--- config.mk ---
export PLATFORM = sky130hd
export DESIGN_NAME = hwld_unit
export DESIGN_NICKNAME = d
export VERILOG_FILES = /design/src/rtl/hwld_pkg.sv /design/src/rtl/hwld_issue.sv /design/src/rtl/hwld_lane_mem.sv /design/src/rtl/hwld_format.sv /design/src/rtl/hwld_unit.sv
export SDC_FILE = /design/constraint.sdc
export NUM_CORES = 2
export LEC_CHECK = 0
export BUFFER_PORTS_ARGS = -buffer_cell sky130_fd_sc_hd__buf_2
export CORE_UTILIZATION = 62
export CTS_CLUSTER_DIAMETER = 50
export DETAILED_ROUTE_END_ITERATION = 7
export PLACE_DENSITY_LB_ADDON = 0.05
export SLEW_MARGIN = 40
export SYNTH_ARGS = -nofsm -noshare
export SYNTH_HDL_FRONTEND = slang
export SYNTH_SLANG_ARGS = --single-unit
--- constraint.sdc ---
create_clock -name clk -period 2.6 [get_ports clk]
set_input_delay 0.52 -clock clk [delete_from_list [all_inputs] [get_ports clk]]
set_output_delay 0.52 -clock clk [all_outputs]
set_load 0.1 [all_outputs]
--- src/rtl/hwld_pkg.sv ---
package hwld_pkg;
   localparam int BYTE_W = 8;
   localparam int HW_W   = 16;
   localparam int LANES  = HW_W / BYTE_W;

   typedef logic [BYTE_W-1:0] byte_t;

   typedef enum logic {
      ORDER_BIG    = 1'b0,
      ORDER_LITTLE = 1'b1
   } order_e;
endpackage

--- src/rtl/hwld_issue.sv ---
module hwld_issue
   import hwld_pkg::*;
#(
   parameter int ADDR_W   = 32,
   parameter int GUARD_W  = 32,
   parameter int TAG_W    = 5,
   parameter int IDX_W    = 8,
   parameter bit GUARD_EN = 1'b1
) (
   input  logic               clk,
   input  logic               rst,
   input  logic               iss_vld,
   input  logic [ADDR_W-1:0]  iss_addr,
   input  logic [GUARD_W-1:0] iss_guard,
   input  logic [TAG_W-1:0]   iss_tag,
   input  logic               le_mode,
   input  logic               ap_hit,
   output logic               s1_vld,
   output logic               s1_wr,
   output logic [TAG_W-1:0]   s1_tag,
   output logic               s1_le,
   output logic               s1_bad,
   output logic [IDX_W-2:0]   s1_row
);
   logic take;
   logic unused_issue_bits;

   generate
      if (GUARD_EN) begin : g_guarded
         assign take = iss_guard[0];
      end else begin : g_open
         assign take = 1'b1;
      end
   endgenerate

   assign unused_issue_bits = ^{iss_guard, iss_addr};

   always_ff @(posedge clk) begin
      if (rst) begin
         s1_vld <= 1'b0;
         s1_wr  <= 1'b0;
         s1_tag <= '0;
         s1_le  <= 1'b0;
         s1_bad <= 1'b0;
         s1_row <= '0;
      end else begin
         s1_vld <= iss_vld;
         s1_wr  <= iss_vld && take;
         s1_tag <= iss_tag;
         s1_le  <= le_mode;
         s1_bad <= iss_addr[0] | ap_hit;
         s1_row <= iss_addr[IDX_W-1:1];
      end
   end
endmodule

--- src/rtl/hwld_lane_mem.sv ---
module hwld_lane_mem
   import hwld_pkg::*;
#(
   parameter int ROW_W = 7
) (
   input  logic             clk,
   input  logic             rst,
   input  logic             wr_en,
   input  logic [ROW_W-1:0] wr_row,
   input  byte_t            wr_byte,
   input  logic             rd_en,
   input  logic [ROW_W-1:0] rd_row,
   output byte_t            rd_byte
);
   localparam int ROWS = 1 << ROW_W;

   byte_t cells [ROWS];

   always_ff @(posedge clk) begin
      if (wr_en) cells[wr_row] <= wr_byte;
   end

   always_ff @(posedge clk) begin
      if (rst)        rd_byte <= '0;
      else if (rd_en) rd_byte <= cells[rd_row];
   end
endmodule

--- src/rtl/hwld_format.sv ---
module hwld_format
   import hwld_pkg::*;
#(
   parameter int TAG_W  = 5,
   parameter int DATA_W = 32
) (
   input  logic                         clk,
   input  logic                         rst,
   input  logic                         s2_wr,
   input  logic [TAG_W-1:0]             s2_tag,
   input  logic                         s2_le,
   input  logic                         s2_bad,
   input  logic [LANES-1:0][BYTE_W-1:0] lane_q,
   output logic                         wb_en,
   output logic [TAG_W-1:0]             wb_tag,
   output logic [DATA_W-1:0]            wb_data
);
   localparam logic [DATA_W-1:0] MARK = '1;
   localparam int PAD_W = DATA_W - HW_W;

   logic [HW_W-1:0] hw;
   order_e order;

   assign order = order_e'(s2_le);

   generate
      for (genvar j = 0; j < LANES; j++) begin : g_byte
         assign hw[BYTE_W*j +: BYTE_W] = (order == ORDER_LITTLE) ? lane_q[j]
                                                                 : lane_q[LANES-1-j];
      end
   endgenerate

   always_ff @(posedge clk) begin
      if (rst) begin
         wb_en   <= 1'b0;
         wb_tag  <= '0;
         wb_data <= '0;
      end else begin
         wb_en   <= s2_wr;
         wb_tag  <= s2_tag;
         wb_data <= s2_bad ? MARK : {{PAD_W{1'b0}}, hw};
      end
   end
endmodule

--- src/rtl/hwld_unit.sv ---
module hwld_unit
   import hwld_pkg::*;
#(
   parameter int ADDR_W    = 32,
   parameter int DATA_W    = 32,
   parameter int GUARD_W   = 32,
   parameter int TAG_W     = 5,
   parameter int MEM_BYTES = 256,
   parameter bit GUARD_EN  = 1'b1
) (
   input  logic               clk,
   input  logic               rst,
   input  logic               iss_vld,
   input  logic [ADDR_W-1:0]  iss_addr,
   input  logic [GUARD_W-1:0] iss_guard,
   input  logic [TAG_W-1:0]   iss_tag,
   input  logic               le_mode,
   input  logic               ap_hit,
   input  logic               fill_en,
   input  logic [ADDR_W-1:0]  fill_addr,
   input  logic [7:0]         fill_data,
   output logic               wb_en,
   output logic [TAG_W-1:0]   wb_tag,
   output logic [DATA_W-1:0]  wb_data
);
   localparam int IDX_W = $clog2(MEM_BYTES);
   localparam int ROW_W = IDX_W - 1;

   generate
      if ((1 << IDX_W) != MEM_BYTES || MEM_BYTES < 4) begin : g_bad_depth
         $error("hwld_unit: MEM_BYTES must be a power of two of at least 4");
      end
      if (DATA_W <= HW_W) begin : g_bad_data
         $error("hwld_unit: DATA_W must exceed the halfword width");
      end
      if (ADDR_W < IDX_W) begin : g_bad_addr
         $error("hwld_unit: ADDR_W too narrow for MEM_BYTES");
      end
      if (TAG_W < 1 || GUARD_W < 1) begin : g_bad_tag
         $error("hwld_unit: TAG_W and GUARD_W must be positive");
      end
   endgenerate

   logic             s1_vld, s1_wr, s1_le, s1_bad;
   logic [TAG_W-1:0] s1_tag;
   logic [ROW_W-1:0] s1_row;

   logic             s2_wr, s2_le, s2_bad;
   logic [TAG_W-1:0] s2_tag;

   logic [LANES-1:0][BYTE_W-1:0] lane_q;
   logic unused_fill_bits;

   assign unused_fill_bits = ^fill_addr;

   hwld_issue #(
      .ADDR_W  (ADDR_W),
      .GUARD_W (GUARD_W),
      .TAG_W   (TAG_W),
      .IDX_W   (IDX_W),
      .GUARD_EN(GUARD_EN)
   ) u_issue (
      .clk      (clk),
      .rst      (rst),
      .iss_vld  (iss_vld),
      .iss_addr (iss_addr),
      .iss_guard(iss_guard),
      .iss_tag  (iss_tag),
      .le_mode  (le_mode),
      .ap_hit   (ap_hit),
      .s1_vld   (s1_vld),
      .s1_wr    (s1_wr),
      .s1_tag   (s1_tag),
      .s1_le    (s1_le),
      .s1_bad   (s1_bad),
      .s1_row   (s1_row)
   );

   generate
      for (genvar l = 0; l < LANES; l++) begin : g_lane
         logic lane_wr;
         assign lane_wr = fill_en && (fill_addr[0] == 1'(l));
         hwld_lane_mem #(.ROW_W(ROW_W)) u_mem (
            .clk    (clk),
            .rst    (rst),
            .wr_en  (lane_wr),
            .wr_row (fill_addr[IDX_W-1:1]),
            .wr_byte(fill_data),
            .rd_en  (s1_vld),
            .rd_row (s1_row),
            .rd_byte(lane_q[l])
         );
      end
   endgenerate

   always_ff @(posedge clk) begin
      if (rst) begin
         s2_wr  <= 1'b0;
         s2_tag <= '0;
         s2_le  <= 1'b0;
         s2_bad <= 1'b0;
      end else begin
         s2_wr  <= s1_wr;
         s2_tag <= s1_tag;
         s2_le  <= s1_le;
         s2_bad <= s1_bad;
      end
   end

   hwld_format #(
      .TAG_W (TAG_W),
      .DATA_W(DATA_W)
   ) u_fmt (
      .clk    (clk),
      .rst    (rst),
      .s2_wr  (s2_wr),
      .s2_tag (s2_tag),
      .s2_le  (s2_le),
      .s2_bad (s2_bad),
      .lane_q (lane_q),
      .wb_en  (wb_en),
      .wb_tag (wb_tag),
      .wb_data(wb_data)
   );
endmodule

# --- Yosys cells after proc, flatten, opt, wreduce, memory -nomap -nowiden ---
# Memories as Yosys holds them, arrays and structs flattened. A register that Yosys moved wholly into a read port is not among the register bits.
# Index checks and enable logic that the tools add are counted.
word_totals:
  mem_count: 2
  wordCells: 27
  reg_bits: 62
  ramBits: 2048
  output_inout_bits: 38
  inputBits: 115
memory_table:
  columns: ["name", "words", "word_bits", "rd", "rd_clocked_by_memory_dff", "write_ports", "line_no", "rtl"]
  rows:
  - ["g_lane[0].u_mem.cells", 128, 8, 1, 1, 1, "hwld_lane_mem.sv:17", "byte_t cells [ROWS];"]
  - ["g_lane[1].u_mem.cells", 128, 8, 1, 1, 1, "hwld_lane_mem.sv:17", null]
classes:
  bitwise_logic: 2
  muxes: 7
  n_reduce_logical: 3
ops:
  columns: ["op", "count"]
  rows:
  - ["two-way mux 32 bit", 1]
  - ["two-way mux 8 bit", 2]
  - ["two-way mux 1 bit", 4]
  - ["logical AND 1 bit", 3]
  - ["inverter 1 bit", 1]
  - ["OR 1 bit", 1]

# --- Depth between registers and ports, before layout ---
depth:
  ltp_word: 4
  mapped_depth: 12
  mapped_depth_nobuf: 6

# --- Cells and area by module ---
# A second synthesis with hierarchy kept.
unflattened:
  cells_unflattened: 4184
  area_unflattened_um2: 82688.1
modules_own_cells:
  columns: ["mod", "seq_area_each_um2", "cells_per_inst", "instances", "area_each_um2"]
  rows:
  - ["hwld_lane_mem", 30909.6, 2025, 2, 40561.4]
  - ["hwld_format", 460.4, 83, 1, 902.1]
  - ["hwld_issue", 320.3, 33, 1, 440.4]
  - ["hwld_unit", 160.2, 18, 1, 222.7]

# --- Worst setup path before layout ---
# Ideal clock, no wire load.
synth_path:
  path_kind: "flip-flop to flip-flop"
  start: "register u_issue.s1_row[0]"
  end: "register g_lane[1].u_mem.rd_byte[4], read port of g_lane[1].u_mem.cells"
  period_less_slack_ns: 2.308
  path_stages_with_launch: 8
  n_path_buf: 2
  setup_ns: 0.122
  required_time_ns: 2.478
  t_arrival_ns: 2.186
  path_slack_ns: 0.292
  path_cell_list: "dfxtp_1 -> buf_6 -> buf_2 -> mux4_2 -> mux4_2 -> mux2i_1 -> a21oi_1 -> a221o_1"
synth_rtl:
  columns: ["element", "line_no", "rtl"]
  rows:
  - ["start, declared", "hwld_issue.sv:23", "output logic [IDX_W-2:0] s1_row"]
  - ["start signal, assigned", "hwld_issue.sv:52", "s1_row <= iss_addr[IDX_W-1:1];"]
  - ["end, declared", "hwld_lane_mem.sv:13", "output byte_t rd_byte"]

==> metrics.md <==
| Metric | Value |
|---|---|
| Status | finished, violations left |
| Failing checks | setup timing |
| Type of the tightest min-delay check | primary input to flop |
| Routability cong. | 0.990 |
| Worst Skew | 0.0220 ns |
| Synth Warn # | 0 |
| TritonCTS Sinks | 2111 |
| Max-slew violations | 0 |
| H-tree depth | 4 |
| Worst EP arrival | 3.48 ns |
| P_leak | about 32 nW |
| GRT Residual Overflow | 0 |
| Hpwl dp | 141000 um |
| DIE AREA | 133000 um^2 |
| DR vias | about 44k |
| Mapped Cells | 3992 |
| Slew @ Worst Pin | 0.941 ns |
| Syn-to-layout area delta | 19.8% |
| Chip width | 365 um |
| Synth cell types | 59 |
| Initial antenna violation count | 5 |
| CTS tree | yes |
| Max VDD drop | between 0.6 and 0.7 mV |
| Compound-Gate Fraction of Synth Area | 0.0309 |
| Setup slack, reg-to-reg | -0.18 ns |
| Post-route cell area | 98000 um^2 |
| Fmax | 0.360 GHz |
| Antenna viol nets, final | 0 |
| Die H | around 370 um |
| Port buffer count | 73 |
| First-pass GRT wire length | about 310000 um |
| Largest net degree at the start of global routing | 97 |
| Leading area contributor after synthesis | edfxtp_1 |
| Simple-Gate Fraction of Synth Area | 0.0300 |
| Largest family of logic cells by synthesized area | multiplexers |
| Worst-case clock buffer depth | 3 |
| Final setup viols | 13 |
| Critical path startpoint category | flop |
| Ys flop type | edfxtp_1 |
| Final WS setup | -0.180 ns |
| Synthesized flop and latch total | 2111 |
| Register area share after synthesis | 0.767 |
| Post-synth EDFFs | 2048 |
| Starting density of the core | 0.629 |
| Fill cell count | 7347 |
| Drt total wl | ~220000 um |
| Worst skew pair latency | between 0.8 and 0.9 ns |
| Finished Layout Cells | between 6k and 7k |
| RSZ-0062 raised after global routing | yes |
| Mapped Area | just over 80000 um^2 |
| WHS | 0.0626 ns |
| Fin crit share | 1.07 |
| Net Count, Synth | 4107 |
| WL per Instance | ~32 um |
| Synth top area share | 0.752 |
| Vias in the first global route | roughly 45k |
| Final Hold Vio Count | 0 |
| Drt drc | 0 |
| Most frequent cells in the layout | 2048 x edfxtp_1, 641 x buf_4, 436 x mux4_2 |
| Via density | 6.57 |
| Critical path capture point type | flop |
| Worst-path clk slew | 0.06 ns |
| DR iter-0 viols | 5997 |
| Max-cap check violation count | 0 |
| Relative slew slack | 0.372 |
| Rows | 132 |
| Root buffer cell | clkbuf_16 |
| Post-layout utilization of the core | 0.753 |
| Syn Area/Cell | 20.5 um^2 |
| Final #Nets | 4929 |
| Placed insts | 6283 |
| Commonest non-fill, non-tap cell in the layout | edfxtp_1 |
| Cell area after placement | 89400 um^2 |
| Mux contribution to synthesized area | 0.154 |
| Post-Synth XOR/XNOR Area | 0 |
| CTS Buf Count | roughly 210 |
| Fraction of registers with async set/reset | 0 |
| Total GRT Usage | 0.334 |
| Register Area | 62800 um^2 |
| Worst Path Required | 3.30 ns |
| Share of layout cells above drive strength 1 | 0.348 |
| Synth Area in Adders | 0 |
| DRT Pass-1 Iters | 6 |
| Cell area power density | approximately 740 nW/um^2 |
| Top cells by area, synth | edfxtp_1 75%, mux4_2 12%, mux2i_1 3.1% |
| Num ports | approximately 150 |
| Worst Path Class, Setup | flop to flop |
| Final min period | around 2.8 ns |
| Area taken by multi-input logic gates | 18200 um^2 |
| Core area | 130000 um^2 |
| CP Max Fanout | 8 |
-- per-layer routing --
metal  vias to the layer above  track usage  wire length (um)  share of wire
li1                      18124            -                 -              -
met4                         4        0.133              9260          0.042
met2                      2612        0.531            105000           0.48
met1                     22995        0.452             79900           0.37
met3                       448       0.0807             23300           0.11
met5                         -     0.000726                26        0.00012
-- path summary, 6_finish.rpt --
path,from,endpoint,depth (start not counted)
worst min-delay path,iss_addr[5],u_issue.s1_row[4]$_SDFF_PP0_,2
worst max-delay path,u_issue.s1_row[0]$_SDFF_PP0_,g_lane[0].u_mem.rd_byte[4]$_SDFFE_PP0P_,9
worst max register to register,u_issue.s1_row[0]$_SDFF_PP0_,g_lane[0].u_mem.rd_byte[4]$_SDFFE_PP0P_,9
worst min register to register,s2_tag[2]$_SDFF_PP0_,u_fmt.wb_tag[2]$_SDFF_PP0_,1
-- worst max-delay path, stage by stage, from the launching register on --
cell     delay (ns)
dfxtp_4        0.37
buf_12         0.14
buf_16         0.18
buf_12         0.15
mux4_2         0.50
mux4_2         0.56
mux2i_1        0.20
buf_4          0.21
a21oi_2        0.07
a221o_1        0.26
-- sequential cells by signal, summed over array words and instances (netlist names) --
signal,cells
u_fmt.wb_tag,5
u_issue.s1_row,7
s2_tag,5
u_issue.s1_le,1
u_issue.s1_vld,1
u_issue.s1_tag,5
s2_bad,1
g_lane.u_mem.rd_byte,16
g_lane.u_mem.cells,2048
u_fmt.wb_en,1
s2_le,1
u_fmt.wb_data,17
s2_wr,1
u_issue.s1_bad,1
u_issue.s1_wr,1
-- cells in the mapped netlist, types with 3 or more instances --
library cell / instances
a2111oi_0: 7
a211o_1: 9
a211oi_1: 49
a21oi_1: 56
a221o_1: 8
a221oi_1: 19
a22o_1: 12
a22oi_1: 65
a31oi_1: 13
a32oi_1: 7
a41o_1: 4
and2_1: 9
buf_1: 12
buf_2: 54
buf_4: 58
buf_6: 21
buf_8: 4
clkbuf_1: 103
dfxtp_1: 63
edfxtp_1: 2048
mux2_2: 21
mux2i_1: 254
mux4_2: 436
nand2_1: 117
nand2b_1: 5
nand3_1: 36
nand4_1: 8
nor2_1: 301
nor2b_1: 63
nor3_1: 13
o2111ai_1: 20
o211ai_1: 7
o21ai_0: 27
o21ai_1: 3
o221ai_1: 13
o22ai_1: 14
o32ai_1: 5
-- kinds of logic after synthesis --
| family | after synthesis |
|---|---|
| AND/OR/NAND/NOR | 566 |
| buffers and inverters | 256 |
| multiplexers | 711 |
| flip-flops | 2111 |
| AO/OA/AOI/OAI | 348 |
-- timing repair --
action / 4_1_cts / 5_1_grt
endpoints found under the hold margin: 15 / 0
cloned: 10 / 2
resized for setup: 125 / 65
hold buffers: 16 / 0
setup endpoints to repair: 16 / 16
setup buffers: 19 / 22
pin swaps: 21 / 27
-- where the power goes --
group | internal [mW] | leakage (nW) | switching (mW) | total, mW
Sequential | 37.4 | 18.9 | 0.131 | 37.5
Combinational | 1.85 | 10.1 | 2.80 | 4.65
Clock | 17.4 | 3.30 | 12.6 | 29.9
Total | 56.7 | 32.3 | 15.5 | 72.1
-- metrics by stage --
stage	setup slack, ns	power (mW)	setup TNS, ns
2_1_floorplan	0.292	40.3	0
3_3_place_gp	-0.377	42.4	-2.98
3_5_place_dp	-0.297	42.5	-2.93
4_1_cts	-0.156	72.1	-1.27
5_1_grt	-0.229	73.7	-2.07
6_report	-0.180	72.1	-1.38
-- area by class of cell --
class,count,area share
antenna,3,0.0000766
clock buffer,261,0.0571
clock inverter,117,0.0122
inverter,3,0.000153
multi-input combinational,1625,0.186
sequential,2111,0.640
tap,1742,0.0222
timing repair buffer,868,0.0818
(Power assumes the default switching activity.)
